<file path="src/rtl/scl_gen_pkg.sv">
package scl_gen_pkg;

    typedef enum logic [1:0] {
        PH_IDLE = 2'd0,
        PH_LOW  = 2'd1,
        PH_HIGH = 2'd2
    } phase_e;

endpackage

</file>
<file path="src/rtl/scl_rate_decode.sv">
module scl_rate_decode #(
    parameter int CODE_W    = 5,
    parameter int HALF_W    = 7,
    parameter int STD_MUL   = 8,
    parameter int FAST_MUL  = 4,
    parameter int STD_MIN   = 5,
    parameter int FAST_MIN  = 3,
    parameter bit SPEC_EN   = 1'b1,
    parameter int SPEC_CODE = 5,
    parameter int SPEC_LOW  = 6,
    parameter int SPEC_HIGH = 4
) (
    input  logic              fast,
    input  logic [CODE_W-1:0] code,
    output logic [HALF_W-1:0] low_len,
    output logic [HALF_W-1:0] high_len,
    output logic              illegal
);
    localparam logic [HALF_W-1:0] STD_HALF  = HALF_W'(STD_MUL / 2);
    localparam logic [HALF_W-1:0] FAST_HALF = HALF_W'(FAST_MUL / 2);

    logic [HALF_W-1:0] code_ext;
    logic [HALF_W-1:0] half_len;
    logic              is_special;

    assign code_ext = HALF_W'(code);
    assign half_len = fast ? code_ext * FAST_HALF : code_ext * STD_HALF;
    assign illegal  = fast ? (code < CODE_W'(FAST_MIN)) : (code < CODE_W'(STD_MIN));

    generate
        if (SPEC_EN) begin : g_special
            assign is_special = fast && (code == CODE_W'(SPEC_CODE));
        end else begin : g_plain
            assign is_special = 1'b0;
        end
    endgenerate

    always_comb begin
        if (is_special) begin
            low_len  = HALF_W'(SPEC_LOW);
            high_len = HALF_W'(SPEC_HIGH);
        end else begin
            low_len  = half_len;
            high_len = half_len;
        end
    end
endmodule

</file>
<file path="src/rtl/scl_pulse_counter.sv">
module scl_pulse_counter #(
    parameter int DATA_BITS = 8
) (
    input  logic clk,
    input  logic rst_n,
    input  logic clear,
    input  logic step,
    input  logic ack_en,
    output logic ack_phase,
    output logic frame_last
);
    localparam int CNT_W = $clog2(DATA_BITS + 1);
    localparam logic [CNT_W-1:0] ACK_IDX  = CNT_W'(DATA_BITS);
    localparam logic [CNT_W-1:0] LAST_DAT = CNT_W'(DATA_BITS - 1);

    logic [CNT_W-1:0] cnt_d, cnt_q;

    assign ack_phase  = (cnt_q == ACK_IDX);
    assign frame_last = ack_phase || ((cnt_q == LAST_DAT) && !ack_en);

    always_comb begin
        cnt_d = cnt_q;
        if (clear)
            cnt_d = '0;
        else if (step)
            cnt_d = frame_last ? '0 : cnt_q + CNT_W'(1);
    end

    always_ff @(posedge clk or negedge rst_n) begin
        if (!rst_n) cnt_q <= '0;
        else        cnt_q <= cnt_d;
    end


    cnt_bound_chk: assert property (@(posedge clk) disable iff (!rst_n)
        cnt_q <= ACK_IDX);


    ack_wrap_chk: assert property (@(posedge clk) disable iff (!rst_n)
        (ack_phase && step && !clear) |=> (cnt_q == '0));
endmodule

</file>
<file path="src/rtl/scl_clkgen.sv">
module scl_clkgen #(
    parameter int CODE_W    = 5,
    parameter int STD_MUL   = 8,
    parameter int FAST_MUL  = 4,
    parameter int STD_MIN   = 5,
    parameter int FAST_MIN  = 3,
    parameter bit SPEC_EN   = 1'b1,
    parameter int SPEC_CODE = 5,
    parameter int SPEC_LOW  = 6,
    parameter int SPEC_HIGH = 4,
    parameter int DATA_BITS = 8
) (
    input  logic              clk,
    input  logic              rst_n,
    input  logic              enable,
    input  logic              xfer_req,
    input  logic              fast_mode,
    input  logic [CODE_W-1:0] div_code,
    input  logic              ack_clk_en,
    output logic              scl_out,
    output logic              scl_rise,
    output logic              scl_fall,
    output logic              ack_phase,
    output logic              frame_done,
    output logic              code_err
);
    import scl_gen_pkg::*;

    localparam int HALF_W = $clog2((STD_MUL / 2) * (2 ** CODE_W));

    typedef struct packed {
        phase_e            phase;
        logic [HALF_W-1:0] cnt;
        logic [HALF_W-1:0] high_len;
        logic              scl;
        logic              rise;
        logic              fall;
        logic              done;
        logic              err;
    } gen_state_t;

    gen_state_t cur_q, nxt_d;

    logic [HALF_W-1:0] dec_low, dec_high;
    logic              dec_illegal;
    logic              run;
    logic              step;
    logic              frame_last;

    scl_rate_decode #(
        .CODE_W(CODE_W), .HALF_W(HALF_W), .STD_MUL(STD_MUL), .FAST_MUL(FAST_MUL),
        .STD_MIN(STD_MIN), .FAST_MIN(FAST_MIN), .SPEC_EN(SPEC_EN),
        .SPEC_CODE(SPEC_CODE), .SPEC_LOW(SPEC_LOW), .SPEC_HIGH(SPEC_HIGH)
    ) u_decode (
        .fast    (fast_mode),
        .code    (div_code),
        .low_len (dec_low),
        .high_len(dec_high),
        .illegal (dec_illegal)
    );

    scl_pulse_counter #(.DATA_BITS(DATA_BITS)) u_pulses (
        .clk       (clk),
        .rst_n     (rst_n),
        .clear     (cur_q.phase == PH_IDLE),
        .step      (step),
        .ack_en    (ack_clk_en),
        .ack_phase (ack_phase),
        .frame_last(frame_last)
    );

    assign run  = enable && xfer_req;
    assign step = (cur_q.phase == PH_HIGH) && (cur_q.cnt == '0);

    always_comb begin
        nxt_d      = cur_q;
        nxt_d.rise = 1'b0;
        nxt_d.fall = 1'b0;
        nxt_d.done = 1'b0;
        if (!enable) begin
            nxt_d.phase = PH_IDLE;
            nxt_d.scl   = 1'b1;
            nxt_d.cnt   = '0;
            nxt_d.err   = 1'b0;
        end else begin
            case (cur_q.phase)
                PH_IDLE: begin
                    nxt_d.err = xfer_req && dec_illegal;
                    if (run && !dec_illegal) begin
                        nxt_d.phase    = PH_LOW;
                        nxt_d.scl      = 1'b0;
                        nxt_d.fall     = 1'b1;
                        nxt_d.cnt      = dec_low - HALF_W'(1);
                        nxt_d.high_len = dec_high;
                    end
                end
                PH_LOW: begin
                    if (cur_q.cnt == '0) begin
                        nxt_d.phase = PH_HIGH;
                        nxt_d.scl   = 1'b1;
                        nxt_d.rise  = 1'b1;
                        nxt_d.cnt   = cur_q.high_len - HALF_W'(1);
                    end else begin
                        nxt_d.cnt = cur_q.cnt - HALF_W'(1);
                    end
                end
                PH_HIGH: begin
                    if (cur_q.cnt == '0) begin
                        nxt_d.done = frame_last;
                        if (run && !dec_illegal) begin
                            nxt_d.phase    = PH_LOW;
                            nxt_d.scl      = 1'b0;
                            nxt_d.fall     = 1'b1;
                            nxt_d.cnt      = dec_low - HALF_W'(1);
                            nxt_d.high_len = dec_high;
                        end else begin
                            nxt_d.phase = PH_IDLE;
                            nxt_d.err   = run && dec_illegal;
                        end
                    end else begin
                        nxt_d.cnt = cur_q.cnt - HALF_W'(1);
                    end
                end
                default: begin
                    nxt_d.phase = PH_IDLE;
                    nxt_d.scl   = 1'b1;
                end
            endcase
        end
    end

    always_ff @(posedge clk or negedge rst_n) begin
        if (!rst_n) begin
            cur_q          <= '0;
            cur_q.phase    <= PH_IDLE;
            cur_q.scl      <= 1'b1;
            cur_q.high_len <= HALF_W'(1);
        end else begin
            cur_q <= nxt_d;
        end
    end

    assign scl_out    = cur_q.scl;
    assign scl_rise   = cur_q.rise;
    assign scl_fall   = cur_q.fall;
    assign frame_done = cur_q.done;
    assign code_err   = cur_q.err;


    strobe_excl_chk: assert property (@(posedge clk) disable iff (!rst_n)
        $onehot0({scl_rise, scl_fall}));


    rise_edge_chk: assert property (@(posedge clk) disable iff (!rst_n)
        scl_rise |-> (scl_out && !$past(scl_out)));


    fall_edge_chk: assert property (@(posedge clk) disable iff (!rst_n)
        scl_fall |-> (!scl_out && $past(scl_out)));


    err_release_chk: assert property (@(posedge clk) disable iff (!rst_n)
        code_err |-> (scl_out && !scl_fall));


    disable_release_chk: assert property (@(posedge clk) disable iff (!rst_n)
        !enable |=> (scl_out && !scl_fall && !code_err));


    done_single_chk: assert property (@(posedge clk) disable iff (!rst_n)
        frame_done |=> !frame_done);
endmodule

</file>
<file path="config.mk">
export PLATFORM = sky130hd
export DESIGN_NAME = scl_clkgen
export DESIGN_NICKNAME = d
export VERILOG_FILES = /design/src/rtl/scl_gen_pkg.sv /design/src/rtl/scl_rate_decode.sv /design/src/rtl/scl_pulse_counter.sv /design/src/rtl/scl_clkgen.sv
export SDC_FILE = /design/constraint.sdc
export NUM_CORES = 1
export LEC_CHECK = 0
export BUFFER_PORTS_ARGS = -buffer_cell sky130_fd_sc_hd__buf_2
export CAP_MARGIN = 20
export CORE_ASPECT_RATIO = 0.8
export CORE_MARGIN = 1.5
export CORE_UTILIZATION = 34
export DETAILED_ROUTE_END_ITERATION = 6
export SLEW_MARGIN = 20
export SYNTH_ARGS = -nofsm -noshare
export SYNTH_HDL_FRONTEND = slang
export SYNTH_SLANG_ARGS = --single-unit
export TNS_END_PERCENT = 10
</file>
<file path="constraint.sdc">
create_clock -name clk -period 2.4 [get_ports clk]
set_input_delay 0.36 -clock clk [delete_from_list [all_inputs] [get_ports clk]]
set_output_delay 0.36 -clock clk [all_outputs]
set_load 0.005 [all_outputs]
</file>
==> results.json, run 1 <==
{
  "cts-resized-gates": 0,
  "post_synth_instance_area_um2": 1940,
  "run_status": "finished clean",
  "vias": 1691,
  "h-tree-depth": 1,
  "antenna_left": 0,
  "final.period_utilization_pct": 90.0,
  "r2r_start": "cur_q[12]",
  "cp.required_ns": 2.56,
  "ir_drop_mv": 0.276,
  "synth_top_cells_by_area": "dfrtp_1 (30%), ha_1 (6.4%), nand2_1 (3.9%), a21oi_1 (3.1%), mux2i_1 (3.1%)",
  "final-max-slew-violation-count": 0,
  "cts_setup_buffers": 0,
  "critical_path.max_fanout": 14,
  "final.setup_skew_ns": 0.00787,
  "tritoncts_clock_tree": "done",
  "finalSetupViolations": 0,
  "num-nets-final": 261,
  "area_growth_pct": 12.4,
  "cts.sink_count": 25,
  "grt_first_pass_wirelength_mm": 7.65,
  "maximum_number_of_pins_on_one_net_before_global_route_repair": 26,
  "synthDominantAreaCellType": "dfrtp_1",
  "io-pin-count": 17,
  "ys_async_sr_fraction_pct": 100,
  "max_freq_ghz": 0.463,
  "cts.path.max_buffers": 2,
  "setup_total_negative_slack_ns": 0,
  "antenna_cells": 0,
  "worst_ep_arrival_time_ns": 2.32,
  "detailed_place_hpwl_mm": 3.47,
  "hp-class": "in2async",
  "synth-edff-count": 0,
  "ff2ff_path_depth": 8,
  "number_of_antenna_violations_at_the_first_check_in_global_routing": 0,
  "endpoint_kind": "register",
  "fin_crit_ns": 2.16,
  "placementRows": 24,
  "syn_nets": 242,
  "critical_path.reg2reg.endpoint": "cur_q[13]",
  "detail_route.drc_violations": 0,
  "clock_latency_of_the_later_clocked_register_in_the_worst_skew_pair_ns": 0.28,
  "cts_buffers": 3,
  "cts-hold-fix-buffers": 0,
  "core_region_area_um2": 5500,
  "wl_per_cell_um": 14.2,
  "syn_avg_cell_area_um2": 8.80,
  "final_layout_size_suffix_gt1_share_pct": 19.7,
  "routed_wirelength_mm": 4.50,
  "synth_cell_type_count": 60,
  "seq_cells_post_synth": 25,
  "via_per_inst": 5.33,
  "drt-initial-drc-count": 163,
  "seq_area_frac_synth_pct": 32.3,
  "port_buf_inserts": 16,
  "yosys_warns": 0,
  "cts_root_buf": "clkbuf_8",
  "overflow": 0,
  "cp_startpoint": "cur_q[12]",
  "postSynthCellCount": 221,
  "p_leak_nw": 0.929,
  "hold_viol": 0,
  "fp.dieArea_um2": 6180,
  "ff_latch_area_um2": 628,
  "rrSetupSlack_ns": 0.24,
  "yosys_most_used_dff": "dfrtp_1",
  "floorplan.die.height_um": 70.6,
  "die_width_um": 87.6,
  "worst_setup_hold_path_clk_slew_ns": 0.09,
  "endpoint": "cur_q[13]",
  "synth_top_area_share_pct": 29.6,
  "cellPowerDensity_nw_per_um2": 618,
  "start_util_pct": 35.4,
  "relSlewSlack_pct": 61.6,
  "setup_repair_after_global_routing_missed_its_margin": "false",
  "worst_pin_slew_ns": 0.575,
  "cp-start-kind": "register",
  "grt_use_total_pct": 15.7,
  "first_global_vias": 1514,
  "final.fill_count": 562,
  "maxCapViolations": 0,
  "place.gp.congestion": 0.845,
  "post_layout_utilization_of_the_core_pct": 39.8,
  "multiInputGateArea_um2": 1190,
  "1st_pass_router_iterations": 4,
  "critical_path_class": "reg2reg"
}
synthesized netlist by cell type (4+ instances only):
cell,number
ha_1,10
mux2i_1,6
a311oi_2,4
o21ai_0,7
nor3_1,10
xnor2_1,5
xor2_1,5
nand3_1,6
inv_1,14
nor2_1,15
a21oi_1,12
dfrtp_1,23
mux2_1,4
clkbuf_1,7
buf_2,4
nand2_1,20
power by group:
part	switching (mW)	internal [mW]	total (mW)
Clock	0.140	0.119	0.259
Sequential	0.0630	0.475	0.538
Combinational	0.305	0.247	0.552
cell type report:
cell class,count,area share [%]
Clock buffer,4,2.06
Inverter,14,2.41
Multi-Input combinational cell,168,54.5
Sequential cell,25,28.8
Tap cell,78,4.47
Timing Repair Buffer,28,7.79
cell families after synthesis:
group / after synthesis / share of synthesized area (%)
AND/OR/NAND/NOR: 78 / 21.3
AO/OA/AOI/OAI: 57 / 21.9
buffers and inverters: 28 / 6.44
flip-flops: 25 / 32.3
multiplexers: 13 / 7.14
XOR/XNOR: 10 / 4.50
adder cells (fa/ha/maj): 10 / 6.44
through the flow:
stage          total power, mW  area (um2)  instances  setup slack [ns]  hold slack [ns]
3_5_place_dp              1.09        2140        313             0.109            0.396
6_report                  1.35        2180        317             0.241           0.0735
2_1_floorplan            0.941        1940        221            0.0929           0.0644
3_3_place_gp              1.09        2140        313             0.229            0.399
5_1_grt                   1.44        2180        317            0.0966            0.109
4_1_cts                   1.36        2180        317             0.251            0.103
cell usage in the layout, fill, tap and decap left out, types with 5 or more instances in the layout:
master,count
ha_1,10
nor3_1,10
dfrtp_1,23
xnor2_1,5
buf_4,12
inv_1,14
buf_2,16
nand3_1,6
a21oi_1,12
nand2_1,20
xor2_1,5
nor2_1,15
mux2i_1,6
o21ai_0,7
registers in the layout, summed over array words and instances (netlist names):
name            count
cur_q              16
code_err            1
frame_done          1
scl_fall            1
scl_rise            1
u_pulses.cnt_q      4
scl_out             1
metal layers:
metal  track usage [%]  wire [um]  up-vias
met2              21.4       1920       47
met1              25.5       2330      800
li1                  -          -      840
met3              3.15        223        4
met4              2.65         28        0
met5                 0          0        -
worst min path at each step:
stage                     end  slack [ns]
floorplan            code_err        0.06
global placement     code_err        0.40
detailed placement   code_err        0.40
CTS                  code_err        0.10
global route         cur_q[8]        0.11
finish              cur_q[18]        0.07
critical path: stages (launching register included):
cell	delay (ns)
dfrtp_1	0.42
inv_1	0.09
ha_1	0.19
or3b_4	0.41
nor2_2	0.13
buf_4	0.20
mux2i_1	0.10
a221oi_1	0.38
a21oi_1	0.12
Power figures use the tool's default switching activity.
==> run 2: changes to the inputs <==
--- a/config.mk
+++ b/config.mk
@@ -5,6 +5,7 @@
 export SDC_FILE = /design/constraint.sdc
 export NUM_CORES = 1
 export LEC_CHECK = 0
+export ABC_AREA = 1
 export BUFFER_PORTS_ARGS = -buffer_cell sky130_fd_sc_hd__buf_2
 export CAP_MARGIN = 20
 export CORE_ASPECT_RATIO = 0.8
==> constraint.sdc (replaced) <==
create_clock -name clk -period 2.4 [get_ports clk]
set_input_delay 0.24 -clock clk [delete_from_list [all_inputs] [get_ports clk]]
set_output_delay 0.24 -clock clk [all_outputs]
set_load 0.005 [all_outputs]
==> run 2 against run 1 <==
The flow now finishes with violations (DRC). Worst setup slack improved by 0.26 ns. Clock-buffer cell count shrank 1. Clock skew about the same. Register-to-register slack gained 0.26 ns. Hold slack improved by 0.19 ns. Final area is 6.9% lower. Critical endpoint is now u_pulses.cnt_q[3]. Largest power group unchanged.
==> results.json, run 2 <==
{
  "overflow": 0,
  "cts-resized-gates": 0,
  "mostFrequentLayoutCells": "nand2_1 (57), inv_1 (31), dfrtp_1 (23)",
  "relSlewSlack_pct": 62.1,
  "hp-class": "in2reg",
  "io-pin-count": 17,
  "largestRegisters": "cur_q: 16 flops, u_pulses.cnt_q: 4 flops",
  "floorplan.die.height_um": 69.1,
  "synth-edff-count": 0,
  "cp.required_ns": 2.57,
  "endpoint_kind": "register",
  "layout.cells.most_common": "nand2_1",
  "preCtsSetupSlack_ns": 0.518,
  "core_region_area_um2": 5120,
  "seq_area_frac_synth_pct": 33.8,
  "clock_latency_of_the_later_clocked_register_in_the_worst_skew_pair_ns": 0.27,
  "start_util_pct": 36.3,
  "grt_use_total_pct": 15.3,
  "p_leak_nw": 1.01,
  "post_layout_utilization_of_the_core_pct": 39.7,
  "largest_reg_flops": 16,
  "cts_buffers": 3,
  "die_width_um": 85.7,
  "yosys_warns": 0,
  "ys_async_sr_fraction_pct": 100,
  "place.gp.congestion": 0.923,
  "finalSetupViolations": 0,
  "worst_setup_hold_path_clk_slew_ns": 0.09,
  "finalPower_mw": 2.36,
  "detail_route.drc_violations": 2,
  "vias": 1640,
  "worst_pin_slew_ns": 0.569,
  "ir_drop_mv": 0.343,
  "worst_hold_slack_ns": 0.265,
  "cts.sink_count": 25,
  "syn_nets": 271,
  "routed_wirelength_mm": 4.18,
  "maximum_number_of_pins_on_one_net_before_global_route_repair": 26,
  "tritoncts_clock_tree": "done",
  "first_global_vias": 1544,
  "h-tree-depth": 1,
  "cp-start-kind": "register",
  "maxCapViolations": 0,
  "setup_repair_after_global_routing_missed_its_margin": "false",
  "worstHoldStart": "ack_clk_en",
  "final.fill_count": 525,
  "antenna_cells": 0,
  "final_layout_size_suffix_gt1_share_pct": 17.7,
  "final.period_utilization_pct": 79.2,
  "fp.dieArea_um2": 5920,
  "num-nets-final": 288,
  "wl_per_cell_um": 12.7,
  "critical_path.reg2reg.endpoint": "u_pulses.cnt_q[3]",
  "placementRows": 23,
  "synthDominantAreaCellType": "dfrtp_1",
  "worst_ep_arrival_time_ns": 2.07,
  "cts.path.max_buffers": 2,
  "postSynthCellCount": 250,
  "ff2ff_path_depth": 9,
  "critical_path_class": "reg2reg",
  "worst_hold_path.num_cells": 4,
  "setup_total_negative_slack_ns": 0,
  "worst_slack_ns": 0.500,
  "critical_path.max_fanout": 11,
  "area_growth_pct": 9.49,
  "grt_first_pass_wirelength_mm": 7.21,
  "synth_cell_type_count": 30,
  "post_synth_instance_area_um2": 1860,
  "yosysMostFrequentCell": "nand2_1",
  "synth_top_area_share_pct": 31.0,
  "final-max-slew-violation-count": 0,
  "syn_avg_cell_area_um2": 7.43,
  "violations": "DRC",
  "run_status": "complete, but fails checks",
  "ys_top_cells_by_count": "nand2_1 (57), inv_1 (31), dfrtp_1 (23)",
  "via_per_inst": 5.00,
  "yosys_most_used_dff": "dfrtp_1",
  "r2r_start": "cur_q[12]",
  "seq_cells_post_synth": 25,
  "1st_pass_router_iterations": 6,
  "cellPowerDensity_nw_per_um2": 1160,
  "hold_viol": 0,
  "drt-initial-drc-count": 150,
  "cts_root_buf": "clkbuf_8",
  "fin_crit_ns": 1.90,
  "max_freq_ghz": 0.526,
  "rrSetupSlack_ns": 0.50,
  "port_buf_inserts": 16,
  "synth_top_cells_by_area": "dfrtp_1 (31%), nand2_1 (12%), ha_1 (6.7%), inv_1 (6.3%), nand3_1 (5.7%)",
  "max_flop_register": "cur_q",
  "detailed_place_hpwl_mm": 3.31,
  "final.setup_skew_ns": 0.00833,
  "number_of_antenna_violations_at_the_first_check_in_global_routing": 0,
  "antenna_left": 0,
  "holdPathEnd": "frame_done"
}
## run 2: how the worst max path moves through the flow
stage                     startpoint                end  slack, ns  depth (start not counted)
after floorplan            cur_q[12]          cur_q[17]       0.88                         12
after global placement     cur_q[12]  u_pulses.cnt_q[3]       0.58                          9
after detailed placement   cur_q[12]  u_pulses.cnt_q[3]       0.52                          9
after CTS                  cur_q[12]  u_pulses.cnt_q[3]       0.50                          9
after global routing       cur_q[12]          cur_q[10]       0.31                         11
final                      cur_q[12]  u_pulses.cnt_q[3]       0.50                          9
## run 2: cell type report
type / count / area [um2] / area share, %
Timing Repair Buffer: 17 / 90.1 / 4.43
Multi-Input combinational cell: 185 / 1060 / 52.2
Inverter: 35 / 131 / 6.46
Tap cell: 62 / 77.6 / 3.81
Sequential cell: 25 / 628 / 30.9
Clock buffer: 3 / 41.3 / 2.03
Clock inverter: 1 / 5.00 / 0.246
## run 2: timing repair
item | CTS | global route
hold buffers | 1 | 0
buffers inserted | 0 | 0
hold endpoints to repair | 23 | 0
## run 2: metal layers
metal / part of all wire, % / GRT usage, % / up-vias
met1: 53 / 23.5 / 749
li1: - / - / 850
met3: 4.8 / 3.59 / 8
met4: 1.2 / 3.23 / 0
met5: 0 / 0 / -
met2: 41 / 21.7 / 33
## run 2: metrics by stage
stage / cells / cell area [um2]
floorplan: 250 / 1860
global placement: 323 / 1980
detailed placement: 323 / 1980
CTS: 328 / 2030
global route: 328 / 2030
finish: 328 / 2030
## run 2: cell families (layout without fill, tap and decap cells)
kind of cell               Yosys count  count (layout)  share of synthesized area, %
xor gates and xnor gates             9               9                          4.24
DFF                                 25              25                          33.8
and+or+nand+nor                    121             121                          32.3
AOI/OAI and AO/OA                   45              45                          13.9
adders and majority gates           10              10                          6.73
buffers and inverters               40              56                          9.09
## run 2: worst max-delay path, cell delays in order (launching register included)
cell and delay, ns:
dfrtp_1 0.41, inv_1 0.09, ha_1 0.21, nand3_2 0.12, nor2_4 0.28, nand2_2 0.14, nand2_1 0.21, nand4_1 0.15
o22ai_1 0.13, a21oi_1 0.06
## run 2: power by group
part / switching (mW) / internal, mW / total [mW]
Sequential: 0.133 / 0.566 / 0.699
Combinational: 0.912 / 0.495 / 1.41
Clock: 0.137 / 0.116 / 0.253
Total: 1.18 / 1.18 / 2.36
